File: config.mk
export PLATFORM = sky130hd
export DESIGN_NAME = wdog_top
export DESIGN_NICKNAME = d
export VERILOG_FILES = /design/src/rtl/wdog_pkg.sv /design/src/rtl/wdog_prescaler.sv /design/src/rtl/wdog_service.sv /design/src/rtl/wdog_rstgen.sv /design/src/rtl/wdog_top.sv
export SDC_FILE = /design/constraint.sdc
export NUM_CORES = 1
export LEC_CHECK = 0
export ABC_CLOCK_PERIOD_IN_PS = 1600
export BUFFER_PORTS_ARGS = -buffer_cell sky130_fd_sc_hd__buf_2
export CORE_MARGIN = 2
export CORE_UTILIZATION = 45
export CTS_CLUSTER_DIAMETER = 100
export CTS_CLUSTER_SIZE = 8
export DETAILED_ROUTE_END_ITERATION = 6
export GPL_TIMING_DRIVEN = 1
export PLACE_DENSITY_LB_ADDON = 0.12
export RECOVER_POWER = 100
export SYNTH_ARGS = -nofsm -noshare
export SYNTH_HDL_FRONTEND = slang
export SYNTH_SLANG_ARGS = --single-unit
export TNS_END_PERCENT = 1
File: constraint.sdc
create_clock -name clk -period 1.6 [get_ports clk]
set_input_delay 0.16 -clock clk [delete_from_list [all_inputs] [get_ports clk]]
set_output_delay 0.16 -clock clk [all_outputs]
set_load 0.1 [all_outputs]
File: src/rtl/wdog_pkg.sv
package wdog_pkg;
    typedef enum logic {
        DIV_FAST = 1'b0,
        DIV_SLOW = 1'b1
    } div_sel_e;
endpackage

File: src/rtl/wdog_prescaler.sv
module wdog_prescaler
    import wdog_pkg::*;
#(
    parameter int FAST_DIV = 2,
    parameter int SLOW_DIV = 128
) (
    input  logic     clk,
    input  logic     rst_n,
    input  logic     run_i,
    input  logic     clr_i,
    input  div_sel_e sel_i,
    output logic     tick_o
);
    localparam int PW = (SLOW_DIV > 2) ? $clog2(SLOW_DIV) : 1;
    localparam logic [PW-1:0] LIM_FAST = PW'(FAST_DIV - 1);
    localparam logic [PW-1:0] LIM_SLOW = PW'(SLOW_DIV - 1);

    logic [PW-1:0] div_d, div_q;
    logic [PW-1:0] lim;

    always_comb begin
        lim    = (sel_i == DIV_SLOW) ? LIM_SLOW : LIM_FAST;
        tick_o = run_i && (div_q >= lim);
        div_d  = div_q;
        if (clr_i || !run_i) begin
            div_d = '0;
        end else if (tick_o) begin
            div_d = '0;
        end else begin
            div_d = div_q + 1'b1;
        end
    end

    always_ff @(posedge clk or negedge rst_n) begin
        if (!rst_n) begin
            div_q <= '0;
        end else begin
            div_q <= div_d;
        end
    end
endmodule

File: src/rtl/wdog_service.sv
module wdog_service #(
    parameter int ARM_WINDOW = 256
) (
    input  logic clk,
    input  logic rst_n,
    input  logic arm_i,
    input  logic confirm_i,
    input  logic flush_i,
    output logic fire_o
);
    localparam int AW = (ARM_WINDOW > 2) ? $clog2(ARM_WINDOW) : 1;
    localparam logic [AW-1:0] AGE_LAST = AW'(ARM_WINDOW - 1);

    typedef struct packed {
        logic          armed;
        logic [AW-1:0] age;
    } svc_state_t;

    svc_state_t sv_d, sv_q;

    always_comb begin
        sv_d   = sv_q;
        fire_o = 1'b0;
        if (sv_q.armed) begin
            if (confirm_i && !flush_i) begin
                fire_o   = 1'b1;
                sv_d.armed = 1'b0;
            end else if (sv_q.age == AGE_LAST) begin
                sv_d.armed = 1'b0;
            end else begin
                sv_d.age = sv_q.age + 1'b1;
            end
        end
        if (arm_i) begin
            sv_d.armed = 1'b1;
            sv_d.age   = '0;
        end
        if (flush_i) begin
            sv_d = '0;
        end
    end

    always_ff @(posedge clk or negedge rst_n) begin
        if (!rst_n) begin
            sv_q <= '0;
        end else begin
            sv_q <= sv_d;
        end
    end
endmodule

File: src/rtl/wdog_rstgen.sv
module wdog_rstgen #(
    parameter int PULSE_LEN = 4
) (
    input  logic clk,
    input  logic rst_n,
    input  logic start_i,
    output logic busy_o,
    output logic done_o
);
    localparam int CW = $clog2(PULSE_LEN + 1);
    localparam logic [CW-1:0] LEN = CW'(PULSE_LEN);

    logic [CW-1:0] left_d, left_q;

    always_comb begin
        busy_o = (left_q != '0);
        done_o = (left_q == CW'(1));
        left_d = left_q;
        if (start_i) begin
            left_d = LEN;
        end else if (busy_o) begin
            left_d = left_q - 1'b1;
        end
    end

    always_ff @(posedge clk or negedge rst_n) begin
        if (!rst_n) begin
            left_q <= '0;
        end else begin
            left_q <= left_d;
        end
    end
endmodule

File: src/rtl/wdog_top.sv
module wdog_top
    import wdog_pkg::*;
#(
    parameter int CNT_W      = 16,
    parameter int REL_W      = 8,
    parameter int FAST_DIV   = 2,
    parameter int SLOW_DIV   = 128,
    parameter int ARM_WINDOW = 256,
    parameter int PULSE_LEN  = 4
) (
    input  logic             clk,
    input  logic             rst_ext_n,
    input  logic             div_slow,
    input  logic             reload_wr,
    input  logic [REL_W-1:0] reload_val,
    input  logic             arm_wr,
    input  logic             confirm_wr,
    input  logic             disable_wr,
    input  logic             cause_clr_wr,
    output logic             wd_reset_req,
    output logic             wd_cause
);
    localparam int LOW_W = CNT_W - REL_W;

    typedef struct packed {
        logic             en;
        logic [CNT_W-1:0] cnt;
        logic [REL_W-1:0] rel;
        logic             cause;
    } wd_state_t;

    localparam wd_state_t ST_RST = '{en: 1'b1, cnt: '0, rel: '0, cause: 1'b0};

    wd_state_t st_d, st_q;
    logic tick, run, svc_fire, busy, rst_done, expire, pre_clr;

    assign run     = st_q.en & ~busy;
    assign expire  = tick & (st_q.cnt == {CNT_W{1'b1}});
    assign pre_clr = svc_fire | rst_done;

    wdog_prescaler #(
        .FAST_DIV(FAST_DIV),
        .SLOW_DIV(SLOW_DIV)
    ) u_div (
        .clk   (clk),
        .rst_n (rst_ext_n),
        .run_i (run),
        .clr_i (pre_clr),
        .sel_i (div_sel_e'(div_slow)),
        .tick_o(tick)
    );

    wdog_service #(
        .ARM_WINDOW(ARM_WINDOW)
    ) u_svc (
        .clk      (clk),
        .rst_n    (rst_ext_n),
        .arm_i    (arm_wr),
        .confirm_i(confirm_wr),
        .flush_i  (busy),
        .fire_o   (svc_fire)
    );

    wdog_rstgen #(
        .PULSE_LEN(PULSE_LEN)
    ) u_pulse (
        .clk    (clk),
        .rst_n  (rst_ext_n),
        .start_i(expire),
        .busy_o (busy),
        .done_o (rst_done)
    );

    always_comb begin
        st_d = st_q;
        if (reload_wr) begin
            st_d.rel = reload_val;
        end
        if (disable_wr) begin
            st_d.en = 1'b0;
        end
        if (svc_fire) begin
            st_d.cnt = {st_q.rel, {LOW_W{1'b0}}};
        end else if (tick) begin
            st_d.cnt = st_q.cnt + 1'b1;
        end
        if (cause_clr_wr) begin
            st_d.cause = 1'b0;
        end
        if (expire) begin
            st_d.cause = 1'b1;
        end
        if (rst_done) begin
            st_d.en  = 1'b1;
            st_d.cnt = '0;
            st_d.rel = '0;
        end
    end

    always_ff @(posedge clk or negedge rst_ext_n) begin
        if (!rst_ext_n) begin
            st_q <= ST_RST;
        end else begin
            st_q <= st_d;
        end
    end

    assign wd_reset_req = busy;
    assign wd_cause     = st_q.cause;
endmodule

==> metrics.md <==
| Metric | Value |
|---|---|
| TritonRoute pass-1 iters | 5 |
| Share of cells above drive strength 1 | 27.7% |
| Total congestion overflow | 0 |
| Final hold violations | 0 |
| PortBufs | 17 |
| Htree depth | 2 |
| Pwr Density | 683 nW/um^2 |
| Initial antenna violation count | 0 |
| Via/cell ratio | about 5.6 |
| Ant diodes | 0 |
| Slew Viols, Final | 0 |
| Routed WL | about 6.2 mm |
| Initial Util | 46.4% |
| Register bit total from synthesis | 45 |
| Post-route ant nets | 0 |
| Sink Count | 45 |
| Main synth FF type | dfrtp_1 |
| Die area | slightly below 7000 um^2 |
| Status | finished, violations left |
| Lkg Pwr | 1.44 nW |
| Rows | 28 |
| Max Cap Viol | 0 |
| Clock root buffer | clkbuf_8 |
| Core area | 5920 um^2 |
| Post-synth EDFFs | 0 |
| RSZ-0062 raised after global routing | yes |
| CTS tree | done |
| Reg clk slew, reported paths | 0.09 ns |
| Num CTS Buffers | 5 |
| Post-Syn Nets | 314 |
| Layout Area Growth over Synthesis | 27.5% |
| Mapped Area | 2750 um^2 |
| Top Ports | 18 |
| Setup crit start kind | register |
| Clk_lat worst skew | 0.30 ns |
| Synth warn | 0 |
| Period utilisation layout | 116% |
| First-pass GRT wire length | around 10 mm |
| Post-Syn Instances | 286 |
| Crit path max fanout | 8 |
| Final Net Count | 366 |
| CP endpoint kind | register |
| Worst hold path type | input pin to register |
| Detailed Place HPWL | roughly 4.4 mm |
| Largest net degree at the start of global routing | 32 |
| DRT iter0 DRCs | 80 |
| Synth Area per Inst | 9.61 um^2 |
| Violated checks | negative setup slack |
| Total power draw | 2.39 mW |
| # setup viols final | 28 |
| GR Util All Layers | between 20% and 30% |
| Worst endpoint data arrival time | 2.03 ns |
| Number of global-route vias before repair | 2197 |
| Final core occ | between 50% and 60% |
| CTS Buffer Depth | 2 |
| Kind of critical path | register to register |
| Clk_skew | 0.00878 ns |
| Worst-Margin Slew | 0.900 ns |
| Fmax | around 0.54 GHz |
| Vias | 2323 |
| Fin worst setup slack | -0.256 ns |
| Chip height | between 80 and 90 um |
| Unique cell type count in the Yosys netlist | 57 |
| Routability cong. | 0.870 |
| DRC Markers | 0 |
| Rel. slew slack | 40.0% |
| Post-synthesis sequential area ratio | 41.0% |
| Worst VDD drop | 0.457 mV |
| Chip width | 82.2 um |
| Post-DR wirelength/cell | between 10 and 15 um |
| Crit path required time | 1.78 ns |
| Tmin final | 1.86 ns |
| Synth async-reset ratio | 100% |
[registers in the layout, indices dropped and copies added, names as in the netlist]
signal          count
st_q               25
u_pulse.left_q      3
wd_cause            1
u_svc.sv_q          9
u_div.div_q         7
[metal layers]
| metal | up-vias | global-route usage [%] | wire, um |
|---|---|---|---|
| met5 | - | 0 | 0 |
| met4 | 0 | 8.00 | 110 |
| met3 | 8 | 2.28 | 184 |
| met2 | 35 | 31.0 | 2770 |
| met1 | 1109 | 29.4 | 3130 |
| li1 | 1171 | - | - |
[final cells by class]
class                           instances  area, um^2
Clock inverter                          1        30.0
Sequential cell                        45        1130
Fill cell                             491        2420
Tap cell                               75        93.8
Timing Repair Buffer                   62         460
Multi-Input combinational cell        215        1670
Inverter                                9        33.8
Clock buffer                            7        86.3
[report_power, final]
group          leakage (nW)  internal, mW  switching [mW]  total, mW
logic                 0.786         0.122           0.144      0.266
clock network        0.0585         0.510           0.394      0.903
registers             0.594          1.19          0.0382       1.23
[synthesized netlist by cell type, types with 5 or more instances]
cell type / instances / area (um^2)
dfrtp_1: 44 / 1100
nand2_1: 30 / 113
nor2_1: 24 / 90.1
a21oi_1: 18 / 90.1
nand3_1: 13 / 65.1
ha_1: 12 / 150
mux2i_1: 11 / 110
buf_2: 9 / 45.0
inv_1: 9 / 33.8
a2111o_1: 7 / 78.8
nand4_1: 7 / 43.8
nand2b_1: 6 / 37.5
o21ai_1: 6 / 30.0
clkbuf_1: 5 / 18.8
o21ai_0: 5 / 25.0
xnor2_1: 5 / 43.8
[logic make-up after synthesis]
kind of cell | count (synthesis) | share of synthesized area [%]
and+or+nand+nor | 111 | 21.9
AOI/OAI and AO/OA | 74 | 20.8
DFF | 45 | 41.0
buffers and inverters | 26 | 4.51
adders and majority gates | 12 | 5.46
muxes | 11 | 4.01
xor gates and xnor gates | 7 | 2.23
[through the flow]
step	worst slack [ns]	std cells	instance area (um^2)	hold slack (ns)	TNS, ns
6_report	-0.256	414	3500	0.00739	-3.35
5_1_grt	-0.348	414	3500	0.0197	-8.35
4_1_cts	-0.230	414	3420	0.00160	-4.14
3_5_place_dp	-0.258	405	3250	0.124	-4.27
3_3_place_gp	-0.255	405	3250	0.116	-3.42
2_1_floorplan	-0.0951	286	2810	-0.136	-1.43
[cell usage in the layout, fill, tap and decap left out, types with 6 or more instances in the layout]
| cell | count |
|---|---|
| dfrtp_1 | 43 |
| buf_4 | 35 |
| nand2_1 | 30 |
| nor2_1 | 23 |
| a21oi_1 | 16 |
| buf_2 | 14 |
| nand3_1 | 13 |
| mux2i_1 | 11 |
| inv_1 | 8 |
| nand4_1 | 7 |
| a2111o_1 | 7 |
| ha_1 | 7 |
| o21ai_1 | 6 |
| clkbuf_8 | 6 |
[what timing repair did]
| action | 4_1_cts | 5_1_grt |
|---|---|---|
| cloned | 0 | 0 |
| pin swaps | 6 | 2 |
| endpoints found under the setup margin | 28 | 29 |
| endpoints found under the hold margin | 14 | 0 |
| buffers inserted | 0 | 0 |
| hold buffers | 1 | 0 |
| resized for setup | 9 | 17 |
[critical path: stages, from the launching register on]
cell and delay, ns:
dfrtp_1 0.42, ha_4 0.29, nand4_1 0.15, a21o_4 0.25, buf_12 0.14, a211oi_1 0.34, o32ai_2 0.13
[worst paths after layout]
kind	startpoint	end	slack (ns)	cells past startpoint
max	u_div.div_q[6]	st_q[19]	-0.26	6
min	disable_wr	st_q[25]	0.007	2
max reg2reg	u_div.div_q[6]	st_q[19]	-0.26	6
min reg2reg	u_div.div_q[0]	u_div.div_q[0]	0.50	1
max in group asynchronous	rst_ext_n	st_q[25]	0.14	3
min in group asynchronous	rst_ext_n	st_q[14]	0.49	2
Note: power is estimated with default switching activity, not from simulation.
